### config.mk
export PLATFORM = sky130hd
export DESIGN_NAME = core_fault_locator
export DESIGN_NICKNAME = d
export VERILOG_FILES = /design/src/rtl/core_diag_pkg.sv /design/src/rtl/fl_cell.sv /design/src/rtl/fl_automaton.sv /design/src/rtl/fl_bisect.sv /design/src/rtl/core_fault_locator.sv
export SDC_FILE = /design/constraint.sdc
export NUM_CORES = 1
export LEC_CHECK = 0
export ABC_AREA = 1
export BUFFER_PORTS_ARGS = -buffer_cell sky130_fd_sc_hd__buf_2
export CAP_MARGIN = 20
export CORE_ASPECT_RATIO = 0.6
export CORE_MARGIN = 4
export CORE_UTILIZATION = 30
export CTS_CLUSTER_SIZE = 30
export DETAILED_ROUTE_END_ITERATION = 10
export GPL_ROUTABILITY_DRIVEN = 0
export SETUP_SLACK_MARGIN = 0.2
export SLEW_MARGIN = 20
export SYNTH_ARGS = -nofsm -noshare
export SYNTH_HDL_FRONTEND = slang
export SYNTH_SLANG_ARGS = --single-unit
### constraint.sdc
create_clock -name clk -period 5 [get_ports clk]
set_input_delay 1.5 -clock clk [delete_from_list [all_inputs] [get_ports clk]]
set_output_delay 1.5 -clock clk [all_outputs]
set_load 0.01 [all_outputs]
### src/rtl/core_diag_pkg.sv
package core_diag_pkg;

    typedef enum logic [2:0] {
        ST_IDLE,
        ST_STEP,
        ST_EVAL,
        ST_SEEK,
        ST_HOLD
    } diag_state_e;

endpackage

### src/rtl/fl_cell.sv
module fl_cell (
    input  logic clk,
    input  logic rst_n,
    input  logic load,
    input  logic seed_bit,
    input  logic advance,
    input  logic force_one,
    input  logic left_in,
    output logic q
);

    always_ff @(posedge clk or negedge rst_n) begin
        if (!rst_n) begin
            q <= 1'b0;
        end else if (load) begin
            q <= seed_bit;
        end else if (advance) begin
            q <= force_one | left_in | q;
        end
    end

endmodule

### src/rtl/fl_automaton.sv
module fl_automaton #(
    parameter int N = 16
) (
    input  logic         clk,
    input  logic         rst_n,
    input  logic         load,
    input  logic [N-1:0] seed,
    input  logic [N-1:0] rules,
    input  logic         advance,
    output logic [N-1:0] cells
);

    logic [N-1:0] left_w;

    for (genvar j = 0; j < N; j++) begin : g_cell
        if (j == 0) begin : g_edge
            assign left_w[j] = 1'b0;
        end else begin : g_inner
            assign left_w[j] = cells[j-1];
        end

        fl_cell u_cell (
            .clk       (clk),
            .rst_n     (rst_n),
            .load      (load),
            .seed_bit  (seed[j]),
            .advance   (advance),
            .force_one (rules[j]),
            .left_in   (left_w[j]),
            .q         (cells[j])
        );
    end

    AST_FORCED_CELL_SET: assert property (@(posedge clk) disable iff (!rst_n)
        (advance && !load) |=> ((cells & $past(rules)) == $past(rules)));

    AST_CELLS_NEVER_FALL: assert property (@(posedge clk) disable iff (!rst_n)
        (advance && !load) |=> ((cells & $past(cells)) == $past(cells)));

    AST_NULL_LEFT_EDGE: assert property (@(posedge clk) disable iff (!rst_n)
        (advance && !load && !rules[0] && !cells[0]) |=> !cells[0]);

endmodule

### src/rtl/fl_bisect.sv
module fl_bisect #(
    parameter int N     = 16,
    parameter int LOGN  = $clog2(N),
    parameter int IDX_W = $clog2(N) + 1
) (
    input  logic             clk,
    input  logic             rst_n,
    input  logic             init,
    input  logic             probe_en,
    input  logic [N-1:0]     cells,
    output logic             found,
    output logic [IDX_W-1:0] result
);

    logic [IDX_W-1:0] lo_q;
    logic [IDX_W-1:0] hi_q;
    logic [IDX_W-1:0] probe_cnt_q;
    logic [IDX_W:0]   sum_w;
    logic [IDX_W-1:0] mid_w;
    logic [LOGN-1:0]  slot_w;
    logic             probe_bit;

    assign sum_w     = {1'b0, lo_q} + {1'b0, hi_q};
    assign mid_w     = sum_w[IDX_W:1];
    assign slot_w    = LOGN'(mid_w - IDX_W'(1));
    assign probe_bit = cells[slot_w];
    assign found     = (lo_q == hi_q);
    assign result    = lo_q;

    always_ff @(posedge clk or negedge rst_n) begin
        if (!rst_n) begin
            lo_q        <= IDX_W'(1);
            hi_q        <= IDX_W'(N);
            probe_cnt_q <= '0;
        end else if (init) begin
            lo_q        <= IDX_W'(1);
            hi_q        <= IDX_W'(N);
            probe_cnt_q <= '0;
        end else if (probe_en && !found) begin
            probe_cnt_q <= probe_cnt_q + IDX_W'(1);
            if (probe_bit) begin
                hi_q <= mid_w;
            end else begin
                lo_q <= mid_w + IDX_W'(1);
            end
        end
    end

    AST_PROBE_BUDGET: assert property (@(posedge clk) disable iff (!rst_n)
        probe_cnt_q <= IDX_W'(LOGN));

    AST_BRACKET_ORDERED: assert property (@(posedge clk) disable iff (!rst_n)
        lo_q <= hi_q);

    AST_FIRST_PROBE_HALF: assert property (@(posedge clk) disable iff (!rst_n)
        init |=> (mid_w == IDX_W'(N / 2)));

endmodule

### src/rtl/core_fault_locator.sv
module core_fault_locator #(
    parameter int N = 16
) (
    input  logic                     clk,
    input  logic                     rst_n,
    input  logic                     start,
    input  logic                     self_test,
    input  logic [N-1:0]             sig_in,
    output logic                     done,
    output logic                     sys_fail,
    output logic [$clog2(N):0]       fault_idx
);

    import core_diag_pkg::*;

    localparam int LOGN  = $clog2(N);
    localparam int IDX_W = LOGN + 1;
    localparam logic [N-1:0] SEED_TEST = {{(N-1){1'b0}}, 1'b1};

    diag_state_e      state_q, state_d;
    logic [LOGN-1:0]  step_cnt_q;
    logic [N-1:0]     rule_q;
    logic             mode_q;
    logic             accept;
    logic [N-1:0]     seed_w;
    logic [N-1:0]     cells_w;
    logic             last_cell;
    logic             seek_found;
    logic [IDX_W-1:0] seek_result;

    assign accept    = start && ((state_q == ST_IDLE) || (state_q == ST_HOLD));
    assign seed_w    = self_test ? SEED_TEST : '0;
    assign last_cell = cells_w[N-1];

    fl_automaton #(.N(N)) u_ca (
        .clk     (clk),
        .rst_n   (rst_n),
        .load    (accept),
        .seed    (seed_w),
        .rules   (rule_q),
        .advance (state_q == ST_STEP),
        .cells   (cells_w)
    );

    fl_bisect #(.N(N), .LOGN(LOGN), .IDX_W(IDX_W)) u_seek (
        .clk      (clk),
        .rst_n    (rst_n),
        .init     (state_q == ST_EVAL),
        .probe_en (state_q == ST_SEEK),
        .cells    (cells_w),
        .found    (seek_found),
        .result   (seek_result)
    );

    always_comb begin
        state_d = state_q;
        unique case (state_q)
            ST_IDLE: if (accept) state_d = ST_STEP;
            ST_STEP: if (step_cnt_q == LOGN'(N - 1)) state_d = ST_EVAL;
            ST_EVAL: begin
                if (mode_q || !last_cell) state_d = ST_HOLD;
                else                      state_d = ST_SEEK;
            end
            ST_SEEK: if (seek_found) state_d = ST_HOLD;
            ST_HOLD: if (accept) state_d = ST_STEP;
            default: state_d = ST_IDLE;
        endcase
    end

    always_ff @(posedge clk or negedge rst_n) begin
        if (!rst_n) state_q <= ST_IDLE;
        else        state_q <= state_d;
    end

    always_ff @(posedge clk or negedge rst_n) begin
        if (!rst_n) begin
            step_cnt_q <= '0;
            rule_q     <= '0;
            mode_q     <= 1'b0;
        end else if (accept) begin
            step_cnt_q <= '0;
            rule_q     <= self_test ? '0 : sig_in;
            mode_q     <= self_test;
        end else if (state_q == ST_STEP) begin
            step_cnt_q <= step_cnt_q + LOGN'(1);
        end
    end

    always_ff @(posedge clk or negedge rst_n) begin
        if (!rst_n) begin
            done      <= 1'b0;
            sys_fail  <= 1'b0;
            fault_idx <= '0;
        end else if (accept) begin
            done      <= 1'b0;
            sys_fail  <= 1'b0;
            fault_idx <= '0;
        end else begin
            unique case (state_q)
                ST_EVAL: begin
                    if (mode_q) begin
                        done     <= 1'b1;
                        sys_fail <= ~last_cell;
                    end else if (!last_cell) begin
                        done     <= 1'b1;
                    end
                end
                ST_SEEK: begin
                    if (seek_found) begin
                        done      <= 1'b1;
                        sys_fail  <= 1'b1;
                        fault_idx <= seek_result;
                    end
                end
                default: ;
            endcase
        end
    end

    AST_START_CLEARS_DONE: assert property (@(posedge clk) disable iff (!rst_n)
        (start && done) |=> !done);

    AST_RESULTS_HELD: assert property (@(posedge clk) disable iff (!rst_n)
        (done && !start) |=> (done && $stable(sys_fail) && $stable(fault_idx)));

    AST_PASS_INDEX_ZERO: assert property (@(posedge clk) disable iff (!rst_n)
        (done && !sys_fail) |-> (fault_idx == '0));

    AST_INDEX_IN_RANGE: assert property (@(posedge clk) disable iff (!rst_n)
        (done && sys_fail && !mode_q) |-> ((fault_idx >= IDX_W'(1)) && (fault_idx <= IDX_W'(N))));

    AST_SELFTEST_CLEAN: assert property (@(posedge clk) disable iff (!rst_n)
        (done && mode_q) |-> (!sys_fail && (fault_idx == '0)));

    AST_BUSY_IGNORES_START: assert property (@(posedge clk) disable iff (!rst_n)
        ((state_q == ST_STEP) && start && (step_cnt_q != LOGN'(N - 1)))
        |=> ((state_q == ST_STEP) && (step_cnt_q == $past(step_cnt_q) + LOGN'(1))));

endmodule

## After elaboration in Yosys (flattened, before gate mapping)

Index checks and enable logic that the tools add are counted.

- Logic and storage cells: 155
- Output and inout bits: 7
- Register bits: 57

- Equality and inequality tests: 13
- Bitwise gates (word level): 32
- $lt $le $gt $ge: 1
- Muxes and demuxes: 60
- Reductions and logical operators: 20
- $add $sub $neg: 4

Operator list:

| kind | number |
|---|---|
| $mux W5 | 9 |
| $mux W1 | 40 |
| $or A1 B1 Y1 | 31 |
| $mux W16 | 1 |
| $mux W3 | 4 |
| $pmux W3 S4 | 1 |
| $reduce_bool A2 Y1 | 5 |
| $reduce_and A3 Y1 | 3 |
| $mux W4 | 2 |
| $add A5 B5 Y6 | 1 |
| $eq A3 B2 Y1 const B | 2 |
| $ne A3 B3 Y1 const B | 2 |
| $reduce_and A2 Y1 | 3 |
| $add A5 B1 Y5 const B | 1 |
| $eq A5 B5 Y1 | 1 |
| $lt A4 B5 Y1 const B | 1 |
| $add A4 B1 Y4 const B | 1 |
| $bmux W1 S4 | 1 |
| $eq A4 B4 Y1 const B | 1 |
| $ne A2 B1 Y1 const B | 2 |
| $ne A2 B2 Y1 const B | 2 |
| $ne A4 B4 Y1 const B | 1 |
| $pmux W1 S2 | 2 |
| $sub A4 B1 Y4 const B | 1 |
| 9 further kinds | 12 |

## Longest topological paths before layout

- Depth in word-level cells: 7
- Mapped depth: 14

## Modules after synthesis

A second synthesis with hierarchy kept.

- Cells, all modules: 424
- Area, all modules: 3285.7 um^2

By module, submodules not included:

| module | cells an instance | instances | area an instance (um^2) | seq. area each (um^2) |
|---|---|---|---|---|
| core_fault_locator | 170 | 1 | 1418.9 | 775.7 |
| fl_bisect | 157 | 1 | 1122.3 | 252.7 |
| fl_cell | 6 | 16 | 46.3 | 25.0 |
| fl_automaton | 1 | 1 | 3.8 | 0.0 |

## Worst setup path before layout

Ideal clock, no wire load.

- Kind: register -> register
- From: register u_seek.lo_q[0], in the netlist u_seek.result[0]
- To: register u_seek.lo_q[1], in the netlist u_seek.result[1]
- Stages on the path, launching flop included: 15
- Clock period less this slack: 2501 ps
- Arrival time: 2383 ps
- Required time: 4883 ps
- Setup slack: 2499 ps
- Buffers on the path: 0
- Cells stage by stage: dfstp_2 > ha_1 > fa_1 > xor2_2 > ha_1 > inv_1 > o21ai_0 > a21oi_1 > nor2_1 > nand3_2 > nand3_4 > nand2_4 > nand2_4 > nand3_1 > nand2_1

- Longest elaborated chain between the ends: 6

Ends and longest elaborated chain:

| element | RTL line | text |
|---|---|---|
| start, declared | fl_bisect.sv:15 | `logic [IDX_W-1:0] lo_q;` |
| start signal, assigned | fl_bisect.sv:44 | `lo_q <= mid_w + IDX_W'(1);` |
| $add A5 B5 Y6 | fl_bisect.sv:23 | `assign sum_w = {1'b0, lo_q} + {1'b0, hi_q};` |
| $sub A4 B1 Y4 | fl_bisect.sv:25 | `assign slot_w = LOGN'(mid_w - IDX_W'(1));` |
| $bmux W1 S4 | fl_bisect.sv:26 | `assign probe_bit = cells[slot_w];` |
| $mux W1 (implied by the code) | fl_bisect.sv:26 |  |
| $ne A2 B1 Y1 (no source line) | -- |  |
| $reduce_and A2 Y1 (no source line) | -- |  |

Several ways; a longest one is shown, not always the timed one. The select of a mux whose other input is x is not followed.
A chain may end at the register's enable or synchronous reset.

## Worst setup path in the final report

- From: register u_seek.lo_q[0], in the netlist u_seek.result[0]
- To: register u_seek.lo_q[3], in the netlist u_seek.result[3]

Same word-level chain as after synthesis.

==> summary.txt <==
Run status
  – Status: completed

Synthesis
  – Cell variety after synth: 35
  – Post-Synth XOR/XNOR Area: 0.0112
  – Syn avg cell area: 8.44 µm²
  – Most frequent cell after synthesis: nand2_1
  – Synth top cells by count: nand2_1, dfrtp_1, nand3_1, inv_1, a21oi_1
  – Syn_nets: 387
  – Post-synthesis sequential element count: 57
  – Dominant synthesized flop cell: dfrtp_1
  – Synth warn: 0
  – Post-Synthesis Cells: 357
  – Largest area contributor in the netlist: dfrtp_1
  – Top cells by area, synth: dfrtp_1, nand2_1, nand3_1
  – Synthesized area: 3010 µm²
  – Post-Synth Simple-Gate Area: 0.297
  – Sequential-to-total area share from yosys stat: 0.474
  – Post-synth EDFFs: 0
  – Adder-Cell Fraction of Synth Area: 0.0440
  – Compound-Gate Fraction of Synth Area: 0.107
  – Mux cell area share after synthesis: 0
  – Asr flop ratio synth: 1.00
  – Largest family of logic cells by synthesized area: simple AND/OR/NAND/NOR gates
  – Post-synth top area share: 0.457

Floorplan
  – Die H: 85.6 µm
  – Row cnt: 28
  – Starting Density: 0.307
  – Area of the core: 9810 µm²
  – Die width: 137 µm
  – Die area: 11800 µm²
  – Top-Level Pins: 27

Routing
  – Detailed-route wire length per cell: 13.3 µm
  – Remaining DRCs: 0
  – DR iter-0 viols: 144
  – Drt pass-1 iters: 4
  – Final WL: 6.99 mm
  – Final ANT Viol Nets: 0
  – Vias per std cell: 4.65
  – Via Count: 2447

Timing
  – Actual slew at the worst max-slew pin: 742 ps
  – RSZ-0062 raised after global routing: false
  – Fmax: 332 MHz
  – Setup TNS: 0 ps
  – Number of max-slew violations in the final report: 0
  – Setup Skew: 5.58 ps
  – Fin crit period: 3010 ps
  – Hold slack final: 473 ps
  – Setup WS post-layout: 1990 ps
  – Fin. Hold Viols: 0
  – Slew margin rel.: 0.505
  – Final setup fails: 0
  – Fin crit share: 0.603

CTS
  – CTS hold repair buffers: 0
  – Clk Latency, worst-skew pair: 330 ps
  – H-Tree Depth: 3
  – Setup bufs post-CTS: 0
  – Sinks on Clock Net: 57
  – CTS clk-pin slew, worst paths: 50 ps
  – Max Root-Sink Buffers: 2
  – CTS tree: built
  – Root Driver: clkbuf_16
  – Inserted Clock Buffers: 9
  – Post-cts sizing count: 0

Critical path
  – Crit Path Class: flip-flop to flip-flop
  – R2r startpoint: u_seek.result[0]
  – R2R depth: 12
  – Critical Path AT: 3220 ps
  – Startpoint types: flip-flop
  – Crit Path Max Fanout: 13
  – Required time of the critical path: 5210 ps
  – Worst R2R End: u_seek.result[3]
  – Crit. End Element: flip-flop
  – Reg2Reg Setup Slack: 1990 ps

Power
  – Pwr/cell area: 593 nW/µm²
  – Peak supply drop: 224 µV
  – Leak pwr: 0.00190 µW

Global routing
  – Gr ovfl total: 0
  – GR Util All Layers: 0.132
  – Largest net degree at the start of global routing: 40
  – Global-route wire length before repair: 12.1 mm
  – Vias in the first global route: 2448
  – Antenna violations before repair: 0

Final layout
  – Antenna diode count: 0
  – Share of cells above drive strength 1: 0.192
  – Fillcell total: 1011
  – Layout overhead on the synthesized area: 19.5%
  – Final net count: 416

Placed design
  – Pre-CTS setup slack: 1890 ps
  – DP Wirelength: 5.12 mm
  – Port Buf Inserts: 26

Hold path
  – Critical hold path startpoint: rule_q[7]
  – Hold endpoint: rule_q[7]
  – Hold path depth: 2
  – Hold Path Class: flip-flop to flip-flop

Run
  – Max Cap Viol: 0
[flip-flops by register name, indices dropped and copies added, names as in the netlist]
name	cells
done	1
fault_idx	5
mode_q	1
rule_q	16
state_q	3
step_cnt_q	4
sys_fail	1
u_ca.g_cell.u_cell.q	16
u_seek.hi_q	5
u_seek.result	5
[through the flow]
stage	area [µm²]	utilization	power (µW)	std cells
3_3_place_gp	3290	0.336	1490	510
4_1_cts	3600	0.367	2160	526
3_5_place_dp	3290	0.336	1520	510
6_report	3600	0.367	2140	526
5_1_grt	3600	0.367	2310	526
2_1_floorplan	3010	-	1310	357
[cells in the final DEF, fill, tap and decap left out, drive strengths merged, types with 2 or more instances in the layout]
cell type / n
a21oi: 32
a31oi: 2
buf: 29
clkbuf: 14
clkinv: 2
dfrtp: 55
dfstp: 2
ha: 9
inv: 39
nand2: 88
nand3: 62
nand4: 3
nor2: 15
nor3: 3
o21ai: 27
xor2: 2
[routing by layer]
metal / vias to the layer above / GRT usage / part of all wire
li1: 1247 / - / -
met1: 1133 / 0.193 / 0.53
met2: 58 / 0.185 / 0.40
met3: 9 / 0.0393 / 0.057
met4: 0 / 0.0489 / 0.010
met5: - / 0 / 0
[worst max-delay path by stage]
stage,startpoint,endpoint,slack [ps],cells past startpoint
3_3_place_gp,start,sys_fail,1940,7
5_1_grt,u_seek.result[0],u_seek.result[4],1690,12
6_report,u_seek.result[0],u_seek.result[3],1990,12
3_5_place_dp,start,sys_fail,1890,7
4_1_cts,u_seek.result[0],u_seek.result[3],1990,12
2_1_floorplan,u_seek.result[0],u_seek.result[1],2500,14
[where the power goes]
part,internal [µW],switching (µW),leakage (µW)
Clock,425,200,0.000153
Combinational,256,483,0.00102
Sequential,653,120,0.000729
[layout make-up]
cell class / count / area (µm²) / area share
Clock buffer: 14 / 274 / 0.0761
Clock inverter: 2 / 35.0 / 0.00973
Inverter: 40 / 150 / 0.0417
Multi-Input combinational cell: 249 / 1390 / 0.386
Sequential cell: 57 / 1430 / 0.397
Tap cell: 135 / 169 / 0.0469
Timing Repair Buffer: 29 / 153 / 0.0424
[cell families (layout without fill, tap and decap cells)]
logic type,count (synthesis),count (layout)
DFF,57,57
buffers and inverters,51,85
AOI/OAI and AO/OA,63,63
xor gates and xnor gates,3,3
adders and majority gates,10,10
and+or+nand+nor,173,173
[critical path, cell delays in order (launching register included)]
cell      delay, ps
dfstp_2         390
ha_1            230
fa_1            830
clkinv_1        380
ha_1            320
inv_1            70
nand3_1         130
nand3_2         120
nand3_4         110
nand2_4         120
nand2_4          70
nand3_1          70
nand2_1          60
Power figures use the tool's default switching activity.
